File: src/rtl/irq_sel_pkg.sv
package irq_sel_pkg;

  typedef enum logic [1:0] {
    PRIV_USER  = 2'd0,
    PRIV_SUPER = 2'd1,
    PRIV_MACH  = 2'd3
  } priv_e;

  typedef enum logic [2:0] {
    GRP_NONE   = 3'd0,
    GRP_CUSTOM = 3'd1,
    GRP_EXT    = 3'd2,
    GRP_SOFT   = 3'd3,
    GRP_TIMER  = 3'd4,
    GRP_OTHER  = 3'd5
  } grp_e;

  localparam int IDX_M_EXT   = 11;
  localparam int IDX_S_EXT   = 9;
  localparam int IDX_M_SOFT  = 3;
  localparam int IDX_S_SOFT  = 1;
  localparam int IDX_M_TIMER = 7;
  localparam int IDX_S_TIMER = 5;

  // Level enable: strictly below the level, or at it with its global enable.
  function automatic logic level_open(input logic [1:0] priv,
                                      input logic [1:0] level,
                                      input logic gie);
    return (priv < level) || ((priv == level) && gie);
  endfunction

  // Two-bit pair mask for a group.
  function automatic logic [63:0] pair_mask(input int a, input int b);
    return (64'd1 << a) | (64'd1 << b);
  endfunction

  // All indices strictly above the machine external line.
  function automatic logic [63:0] custom_mask();
    return ~((64'd1 << (IDX_M_EXT + 1)) - 64'd1);
  endfunction

endpackage

File: src/rtl/irq_cand_filter.sv
module irq_cand_filter
  import irq_sel_pkg::*;
#(
  parameter int XLEN = 64
) (
  input  logic [XLEN-1:0] pend_en_i,
  input  logic [XLEN-1:0] deleg_i,
  input  logic [1:0]      priv_i,
  input  logic            m_gie_i,
  input  logic            s_gie_i,
  input  logic [2:0]      dbg_cause_i,
  output logic [XLEN-1:0] cand_o,
  output logic            m_live_o,
  output logic            in_debug_o
);

  logic            m_open;
  logic            s_open;
  logic [XLEN-1:0] m_set;
  logic [XLEN-1:0] s_set;
  logic [XLEN-1:0] chosen_set;

  always_comb begin
    m_open = level_open(priv_i, PRIV_MACH, m_gie_i);
    s_open = level_open(priv_i, PRIV_SUPER, s_gie_i);
    m_set  = m_open ? (pend_en_i & ~deleg_i) : '0;
    s_set  = s_open ? (pend_en_i & deleg_i) : '0;
  end

  assign m_live_o   = |m_set;
  assign in_debug_o = |dbg_cause_i;

  always_comb begin
    if (m_live_o) chosen_set = m_set;
    else          chosen_set = s_set;
  end

  assign cand_o = in_debug_o ? '0 : chosen_set;

endmodule

File: src/rtl/irq_group_mask.sv
module irq_group_mask
  import irq_sel_pkg::*;
#(
  parameter int XLEN = 64
) (
  input  logic [XLEN-1:0] cand_i,
  output logic [XLEN-1:0] grp_bits_o,
  output grp_e            grp_o
);

  localparam logic [XLEN-1:0] CUSTOM_M = XLEN'(custom_mask());
  localparam logic [XLEN-1:0] EXT_M    = XLEN'(pair_mask(IDX_M_EXT, IDX_S_EXT));
  localparam logic [XLEN-1:0] SOFT_M   = XLEN'(pair_mask(IDX_M_SOFT, IDX_S_SOFT));
  localparam logic [XLEN-1:0] TIMER_M  = XLEN'(pair_mask(IDX_M_TIMER, IDX_S_TIMER));

  logic [XLEN-1:0] in_custom;
  logic [XLEN-1:0] in_ext;
  logic [XLEN-1:0] in_soft;
  logic [XLEN-1:0] in_timer;

  assign in_custom = cand_i & CUSTOM_M;
  assign in_ext    = cand_i & EXT_M;
  assign in_soft   = cand_i & SOFT_M;
  assign in_timer  = cand_i & TIMER_M;

  always_comb begin
    if (|in_custom) begin
      grp_bits_o = in_custom;
      grp_o      = GRP_CUSTOM;
    end else if (|in_ext) begin
      grp_bits_o = in_ext;
      grp_o      = GRP_EXT;
    end else if (|in_soft) begin
      grp_bits_o = in_soft;
      grp_o      = GRP_SOFT;
    end else if (|in_timer) begin
      grp_bits_o = in_timer;
      grp_o      = GRP_TIMER;
    end else if (|cand_i) begin
      grp_bits_o = cand_i;
      grp_o      = GRP_OTHER;
    end else begin
      grp_bits_o = '0;
      grp_o      = GRP_NONE;
    end
  end

endmodule

File: src/rtl/irq_lowest_index.sv
module irq_lowest_index #(
  parameter int XLEN = 64,
  localparam int IDXW = $clog2(XLEN)
) (
  input  logic [XLEN-1:0] bits_i,
  output logic            found_o,
  output logic [IDXW-1:0] idx_o
);

  // Scan from the top down so the last hit is the lowest set bit.
  always_comb begin
    idx_o = '0;
    for (int i = XLEN - 1; i >= 0; i--) begin
      if (bits_i[i]) idx_o = IDXW'(i);
    end
  end

  assign found_o = |bits_i;

endmodule

File: src/rtl/irq_priority_select.sv
module irq_priority_select
  import irq_sel_pkg::*;
#(
  parameter int XLEN = 64
) (
  input  logic [XLEN-1:0] pend_en_i,
  input  logic [XLEN-1:0] deleg_i,
  input  logic [1:0]      priv_i,
  input  logic            m_gie_i,
  input  logic            s_gie_i,
  input  logic [2:0]      dbg_cause_i,
  output logic            take_o,
  output logic [XLEN-1:0] cause_o
);

  localparam int IDXW = $clog2(XLEN);

  logic [XLEN-1:0] cand;
  logic            m_live;
  logic            in_debug;
  logic [XLEN-1:0] grp_bits;
  grp_e            grp;
  logic            found;
  logic [IDXW-1:0] win_idx;

  irq_cand_filter #(.XLEN(XLEN)) u_filter (
    .pend_en_i   (pend_en_i),
    .deleg_i     (deleg_i),
    .priv_i      (priv_i),
    .m_gie_i     (m_gie_i),
    .s_gie_i     (s_gie_i),
    .dbg_cause_i (dbg_cause_i),
    .cand_o      (cand),
    .m_live_o    (m_live),
    .in_debug_o  (in_debug)
  );

  irq_group_mask #(.XLEN(XLEN)) u_group (
    .cand_i     (cand),
    .grp_bits_o (grp_bits),
    .grp_o      (grp)
  );

  irq_lowest_index #(.XLEN(XLEN)) u_index (
    .bits_i  (grp_bits),
    .found_o (found),
    .idx_o   (win_idx)
  );

  always_comb begin
    take_o  = found;
    cause_o = '0;
    if (found) begin
      cause_o[IDXW-1:0] = win_idx;
      cause_o[XLEN-1]   = 1'b1;
    end
  end

  // Checks across the filter, group and index stages.
  always_comb begin
    if (priv_i != 2'd2) begin
      p_debug_blocks_r4: assert (!(in_debug && take_o));
      p_idle_zero_r11: assert (take_o || (cause_o == '0));
      p_flag_set_r10: assert (!take_o || cause_o[XLEN-1]);
      p_pick_pending_r9: assert (!take_o || pend_en_i[win_idx]);
      p_shadow_r2: assert (!(take_o && m_live) || !deleg_i[win_idx]);
      p_custom_first_r5: assert (!(take_o && (grp == GRP_CUSTOM))
                                 || (int'(win_idx) > IDX_M_EXT));
      p_ext_pair_r6: assert (!(take_o && (grp == GRP_EXT))
                             || (int'(win_idx) == IDX_M_EXT)
                             || (int'(win_idx) == IDX_S_EXT));
      p_machine_closed_r1: assert (!((priv_i == 2'd3) && !m_gie_i && take_o)
                                   || deleg_i[win_idx]);
      p_super_closed_r3: assert (!((priv_i == 2'd3) && take_o)
                                 || !deleg_i[win_idx]);
    end
  end

endmodule

File: config.mk
export PLATFORM = sky130hd
export DESIGN_NAME = irq_priority_select
export DESIGN_NICKNAME = d
export VERILOG_FILES = /design/src/rtl/irq_sel_pkg.sv /design/src/rtl/irq_cand_filter.sv /design/src/rtl/irq_group_mask.sv /design/src/rtl/irq_lowest_index.sv /design/src/rtl/irq_priority_select.sv
export SDC_FILE = /design/constraint.sdc
export NUM_CORES = 1
export LEC_CHECK = 0
export ABC_AREA = 1
export BUFFER_PORTS_ARGS = -buffer_cell sky130_fd_sc_hd__buf_2
export CAP_MARGIN = 20
export CORE_MARGIN = 3
export CORE_UTILIZATION = 50
export DETAILED_ROUTE_END_ITERATION = 7
export PLACE_DENSITY = 0.9
export SETUP_SLACK_MARGIN = 0.02
export SYNTH_ARGS = -nofsm -noshare
export SYNTH_HDL_FRONTEND = slang
export SYNTH_SLANG_ARGS = --single-unit
File: constraint.sdc
create_clock -name vclk -period 6.7
set_input_delay 0.335 -clock vclk [all_inputs]
set_output_delay 0.335 -clock vclk [all_outputs]
set_load 0.01 [all_outputs]
### Yosys cells after proc, flatten, opt, wreduce, memory -nomap -nowiden

Cells that the tools add are included.

* bitwise operators: 3
* equality and inequality tests: 2
* shift operators: 0
* divide/modulo/power cells: 0
* magnitude comparators: 2
* $mul: 0
* multiplexer cells: 75
* reductions and logical operators: 12
* add/sub/neg operators: 0

Operator list (number)
* $mux 64: 9
* $mux 6: 65
* $reduce_or 64->1: 3
* $and 64x64->64: 2
* $not 64->64: 1
* $reduce_or 52->1: 1
* $reduce_or 2->1: 3
* $reduce_or 3->1: 1
* $eq 2x1->1 const B: 1
* $eq 2x2->1 const B: 1
* $logic_and 1x1->1: 2
* $logic_or 1x1->1: 2
* $lt 2x1->1 const B: 1
* $lt 2x2->1 const B: 1
* $mux 1: 1

* ROM bits: 0
* output and inout bits: 65
* memories kept: 0
* RAM bits: 0
* bits in latches: 0
* register bits: 0

### Depth between registers and ports, before layout

Gate-level depths: netlist (run 1).

* depth after elaboration: 78
* mapped depth: 64

### Hierarchy

A second synthesis (run 1) with hierarchy kept.

* cell total of the unflattened synthesis: 1189
* area, all modules: 5211.2 um^2

Modules (own cells, without submodules)
* irq_cand_filter: cells an instance 733, area each 3046.7 um^2, times used 1
* irq_lowest_index: cells an instance 235, area each 1024.7 um^2, times used 1
* irq_group_mask: cells an instance 150, area each 655.6 um^2, times used 1
* irq_priority_select: cells an instance 71, area each 484.2 um^2, times used 1

### Worst setup path after synthesis (run 1)

No wires, ideal clock.

* path kind: input -> output
* from: input m_gie_i
* to: output cause_o[0]
* slack: 2.494 ns
* path buffers: 1
* arrival time: 3.871 ns
* cell stages on the path: 59
* path through: nand3b_4 > buf_4 > o21ai_1 > nand2_1 > nor2_1 > nand2_1 > nor2_2 > nand2_2 > clkinv_2 > a21oi_1 > or3_1 > nand2_1 > nand2_1 > nand2_1 > nand2_1 > nand2_1 > nand2_1 > nand2_1 > (+23 left out) > nand2_1 > nand2_1 > nand2_1 > nand2_1 > nand2_1 > nand2_1 > nand2_1 > nand2_1 > nand2_1 > nand2_1 > nand2_1 > nand2_1 > nand2_1 > nand2_1 > nand2_1 > nand4_1 > nor2_1 > nand3_1

* word-level cells in the longest chain between the ends: 77

RTL lines
* start: declaration: line irq_priority_select.sv:9 `input logic m_gie_i,`
* $logic_and 1x1->1 (*): line irq_sel_pkg.sv:29 `return (priv < level) || ((priv == level) && gie);`
* $logic_or 1x1->1 (*): line irq_sel_pkg.sv:29
* $mux 64 (*): line irq_cand_filter.sv:26 `m_set = m_open ? (pend_en_i & ~deleg_i) : '0;`
* $reduce_or 64->1: line irq_cand_filter.sv:30 `assign m_live_o = |m_set;`
* $mux 64 (*): line irq_cand_filter.sv:34 `if (m_live_o) chosen_set = m_set;`
* $mux 64 (*): line irq_cand_filter.sv:38 `assign cand_o = in_debug_o ? '0 : chosen_set;`
* $reduce_or 64->1: line irq_group_mask.sv:39 `end else if (|cand_i) begin`
* $mux 64: line irq_group_mask.sv:39
* $mux 64: line irq_group_mask.sv:36 `end else if (|in_timer) begin`
* $mux 64: line irq_group_mask.sv:33 `end else if (|in_soft) begin`
* $mux 64: line irq_group_mask.sv:30 `end else if (|in_ext) begin`
* $mux 64 (*): line irq_group_mask.sv:27 `if (|in_custom) begin`
* $mux 6 (64 in a row): line irq_lowest_index.sv:14 `if (bits_i[i]) idx_o = IDXW'(i);`
* $mux 6 (*): line irq_priority_select.sv:53 `if (found) begin`
* end: declaration: line irq_priority_select.sv:13 `output logic [XLEN-1:0] cause_o`

Mark *: on every way between the ends. The rest lies on a longest branch, timed or not.

### Worst setup path in the final report (run 1)

Ends and elaborated chain as after synthesis.

==> results of run 1 <==
how the worst max path moves through the flow:
stage                       start    endpoint  cells past startpoint
final                     m_gie_i  cause_o[0]                     61
after global routing      m_gie_i  cause_o[0]                     61
after CTS                 m_gie_i  cause_o[0]                     61
after detailed placement  m_gie_i  cause_o[0]                     61
after global placement    m_gie_i  cause_o[0]                     61
after floorplan           m_gie_i  cause_o[0]                     59
per-stage QoR:
step | hold WS [ns] | instance area, um2
2_1_floorplan | 1.051 | 3570
3_3_place_gp | 1.312 | 3869
3_5_place_dp | 1.328 | 3869
4_1_cts | 1.330 | 3869
5_1_grt | 1.390 | 3869
6_report | 1.321 | 3869
cells in the mapped netlist, types with 3 or more instances:
| cell | number |
|---|---|
| nand2_1 | 224 |
| nor2_1 | 115 |
| inv_1 | 86 |
| nand3_1 | 63 |
| buf_4 | 59 |
| o21ai_0 | 56 |
| o21ai_1 | 24 |
| a31oi_1 | 20 |
| nor3_1 | 15 |
| clkbuf_1 | 14 |
| a21oi_1 | 11 |
| buf_2 | 9 |
| nand4_1 | 8 |
| buf_1 | 5 |
| or3_1 | 5 |
| a211oi_1 | 3 |
metal layers:
| metal | vias to the layer above | GRT usage, % | share of wire (%) |
|---|---|---|---|
| met5 | - | 0 | 0 |
| li1 | 2466 | - | - |
| met3 | 10 | 1.693 | 9.5 |
| met2 | 221 | 42.40 | 46 |
| met4 | 0 | 3.208 | 0.99 |
| met1 | 1941 | 30.43 | 43 |
cells in the final DEF, fill, tap and decap left out, types with 3 or more instances in the layout:
cell,instances
nand2_1,224
buf_2,143
nor2_1,115
inv_1,86
nand3_1,63
conb_1,57
o21ai_0,56
o21ai_1,24
a31oi_1,20
nor3_1,14
a21oi_1,10
nand4_1,8
or3_1,5
buf_4,4
a211oi_1,3
logic make-up (layout without fill, tap and decap cells):
family | after synthesis | in the layout | share of synthesized area (%)
other | 1 | 57 | 0.1116
AOI/OAI and AO/OA | 122 | 122 | 19.81
buffers and inverters | 174 | 234 | 26.41
and+or+nand+nor | 437 | 437 | 53.67
worst max-delay path, delay by kind of cell:
kind	cells	cell delay (ns)
buffers and inverters	4	0.84
AOI/OAI and AO/OA	2	0.14
and+or+nand+nor	55	4.15
power by group through the flow:
stage | Sequential, mW | Clock, mW | Combinational (mW)
floorplan | 0 | 0 | 0.182
global placement | 0 | 0 | 0.237
detailed placement | 0 | 0 | 0.240
CTS | 0 | 0 | 0.241
global route | 0 | 0 | 0.282
finish | 0 | 0 | 0.245
final cells by class:
cell class	instances	area (um2)
inverter	87	327.8
timing repair buffer	147	745.7
fill	681	2554
tap	77	96.34
multi-input combinational	616	2699
==> results.yml, run 1 <==
critical_path:
  cp_common_cell: "nand2_1"
  worst-endpoint-required_ns: 6.36
  crit_arrival_ns: 5.50
  critPathLaunchType: "input port"
  worstSetupEndpointType: "output port"
  crit_type: "in -> out"
  slowest_stage: "nand3b_4"
  worst_path_largest_cell_delay_ns: 0.66
  cp_max_fo: 88
detailed_routing:
  drtAntennaViolNets: 0
  routed_wl_mm: 9.636
  routedWlPerCell_um: 10.39
  vias_per_cell: 5.003
  dr.pass1.iters: 5
  drc_errors: 0
  vias: 4638
  initialDrtViolationCount: 268
synthesis:
  synth.distinct_cells: 29
  yosysTopAreaCell: "nand2_1"
  synth.area.top_cells: "nand2_1 25%, buf_4 13%, nor2_1 13%, inv_1 9.6%, nand3_1 9.4%"
  syn_area_um2: 3359
  synth_top_area_share_pct: 25.03
  syn_avg_cell_area_um2: 4.577
  ys_warn_count: 0
  synthCells: 734
  yosysSeqAreaShare_pct: 0
power:
  comb_power_share_pct: 100.0
  vdd_ir_drop_max_mv: 0.02872
  p_int_uw: 94.37
  pwr-share-seq_pct: 0
  p_leak_nw: 2.459
  power_switching_uw: 150.2
  p_clk_share_pct: 0
  power_uw: 244.6
  power.density_nw_per_um2: 63.22
  p_sw_share_pct: 61.42
timing:
  timing.final.crit_share_pct: 87.11
  setup_violations: 0
  setup_slack_ns: 0.8638
  hold_viol_final: 0
  max_freq_ghz: 0.1713
  rsz0062_at_grt: "no"
  fin_tns_setup_ns: 0
  finalCriticalPeriod_ns: 5.836
  relSlewSlack_pct: 33.40
  maxSlewViolCount: 0
  worst_slew_pin_slew_ns: 0.9967
die:
  rows: 29
  dieArea_um2: 7739
  core_um2: 6422
  start_util_pct: 52.31
  die_w_um: 87.97
  floorplan.die.height_um: 87.97
  pin_count: 200
cells_and_area:
  design.seq.count: 0
  clock_buffers: 0
  drive_gt1_share_pct: 18.12
  final_nets: 987
  antenna_cells: 0
  seq_area_um2: 0
  final_util_pct: 60.24
  syn_to_final_growth_pct: 15.16
  fin_cells: 927
clock_tree:
  ctsHoldBuffers: 0
  cts_setup_buffers: 0
  cts_resized: 0
place:
  dp_cells: 927
  gp_congestion: 0.9024
  hpwl_mm: 8.025
  dp_slack_ns: 0.9440
  io_buffers: 143
min_path:
  min_delay_path_depth: 8
  hold_end: "cause_o[0]"
  worstHoldStart: "deleg_i[3]"
  hp-class: "in -> out"
global_route:
  grt_max_degree: 89
  grt_pass1_wl_mm: 15.35
  antenna_found_initial: 0
  grt-ovfl-total: 0
  first_global_vias: 3817
  grt.total_usage_pct: 23.26
status:
  status: "complete, no violations"
run:
  drv_cap: 0
Note: power is estimated with default switching activity, not from simulation.
==> run 2, diff against run 1 <==
==> constraint.sdc (replaced) <==
create_clock -name vclk -period 6.8
set_input_delay 0.34 -clock vclk [all_inputs]
set_output_delay 0.34 -clock vclk [all_outputs]
set_load 0.01 [all_outputs]
==> run 2 against run 1 <==
Effect of this change: combinational power about the same; non-clock buffer count up 1; total power down 0.23%; final cell count up 0.11%; die area unchanged; sequential cell count unchanged; count of clock-buffer cells in the layout unchanged; first-iteration DRC count up 21%; global-route usage up 0.85 points; via count up 1.5%; worst hold slack worse by 0.013 ns; sequential share of layout area unchanged; critical path type unchanged; largest cell class unchanged.
==> results.yml, run 2 (same netlist as run 1, synthesis figures left out) <==
cells_and_area:
  drive_gt1_share_pct: 18.21
  most-common-layout-cells: "224 x nand2_1, 143 x buf_2, 115 x nor2_1"
  nFillCells: 696
  final_nets: 988
  seq_area_um2: 0
  final_common_cell: "nand2_1"
  clock_buffers: 0
  antenna_cells: 0
  syn_to_final_growth_pct: 15.98
  final_util_pct: 60.67
  design.seq.count: 0
critical_path:
  cp_common_cell: "nand2_1"
  worst-endpoint-required_ns: 6.46
  cp_max_fo: 57
  crit_type: "in -> out"
  slowest_stage: "nand3b_4"
  worstSetupEndpointType: "output port"
  worst_path_largest_cell_delay_ns: 0.52
  crit_arrival_ns: 5.42
  critPathLaunchType: "input port"
detailed_routing:
  drtAntennaViolNets: 0
  drc_errors: 0
  initialDrtViolationCount: 324
  vias_per_cell: 5.072
  dr.pass1.iters: 5
  routedWlPerCell_um: 10.89
  vias: 4707
  routed_wl_mm: 10.11
power:
  vdd_ir_drop_max_mv: 0.03415
  p_leak_nw: 2.472
  power.density_nw_per_um2: 62.64
timing:
  timing.final.crit_share_pct: 84.76
  finalCriticalPeriod_ns: 5.764
  max_freq_ghz: 0.1735
  relSlewSlack_pct: 61.05
  worst_slew_pin_slew_ns: 0.5842
  rsz0062_at_grt: "no"
  maxSlewViolCount: 0
  setup_violations: 0
  hold_viol_final: 0
  fin_tns_setup_ns: 0
global_route:
  grt_pass1_wl_mm: 15.93
  grt-ovfl-total: 0
  first_global_vias: 3908
  grt_max_degree: 58
  antenna_found_initial: 0
  grt.total_usage_pct: 24.11
clock_tree:
  ctsHoldBuffers: 0
  cts_setup_buffers: 0
  cts_resized: 0
place:
  io_buffers: 143
  hpwl_mm: 8.318
  gp_congestion: 0.9378
die:
  core_um2: 6422
  start_util_pct: 52.31
  dieArea_um2: 7739
  die_w_um: 87.97
  rows: 29
  pin_count: 200
  floorplan.die.height_um: 87.97
min_path:
  hold_end: "cause_o[0]"
  min_delay_path_depth: 8
  hp-class: "in -> out"
  worstHoldStart: "deleg_i[3]"
status:
  status: "complete, no violations"
run:
  drv_cap: 0
run 2: cell types whose count changed in the layout (fill, tap and decap cells not counted), sizes merged:
cell / change
buf: +1
run 2: routing by layer:
metal  wire [um]  vias to the layer above  global-route usage (%)
li1            -                     2479                       -
met1        4404                     1975                   31.49
met2        4540                      237                   42.60
met3         987                       16                   2.634
met4         173                        0                   4.881
met5           0                        -                       0
run 2: how the worst max path moves through the flow:
stage                  from    endpoint
floorplan           m_gie_i  cause_o[0]
global placement    m_gie_i  cause_o[0]
detailed placement  m_gie_i  cause_o[0]
CTS                 m_gie_i  cause_o[0]
global route        m_gie_i  cause_o[0]
finish              m_gie_i  cause_o[0]
run 2: power by group:
group          internal, mW  switching [mW]  total [mW]
Clock                     0               0           0
Sequential                0               0           0
Combinational        0.0948           0.149       0.244
run 2: area by class of cell:
type	instances	area, um2	area share [%]
multi-input combinational	616	2699	69.27
tap	77	96.34	2.473
inverter	87	327.8	8.414
timing repair buffer	148	773.2	19.85
run 2: critical path, delay by kind of cell:
kind | cells | cell delay (ns)
AO/OA/AOI/OAI | 1 | 0.06
buffers and inverters | 4 | 0.87
AND/OR/NAND/NOR | 56 | 4.14
run 2: stage by stage:
step | area, um2 | setup WS (ns) | hold slack [ns] | std cells | total power [mW]
after floorplan | 3570 | 2.584 | 1.061 | 790 | 0.1793
after global placement | 3869 | 1.275 | 1.305 | 927 | 0.2321
after detailed placement | 3869 | 1.179 | 1.304 | 927 | 0.2369
after CTS | 3869 | 1.161 | 1.306 | 927 | 0.2379
after global routing | 3896 | 0.2037 | 1.386 | 928 | 0.2804
final | 3896 | 1.036 | 1.308 | 928 | 0.2440
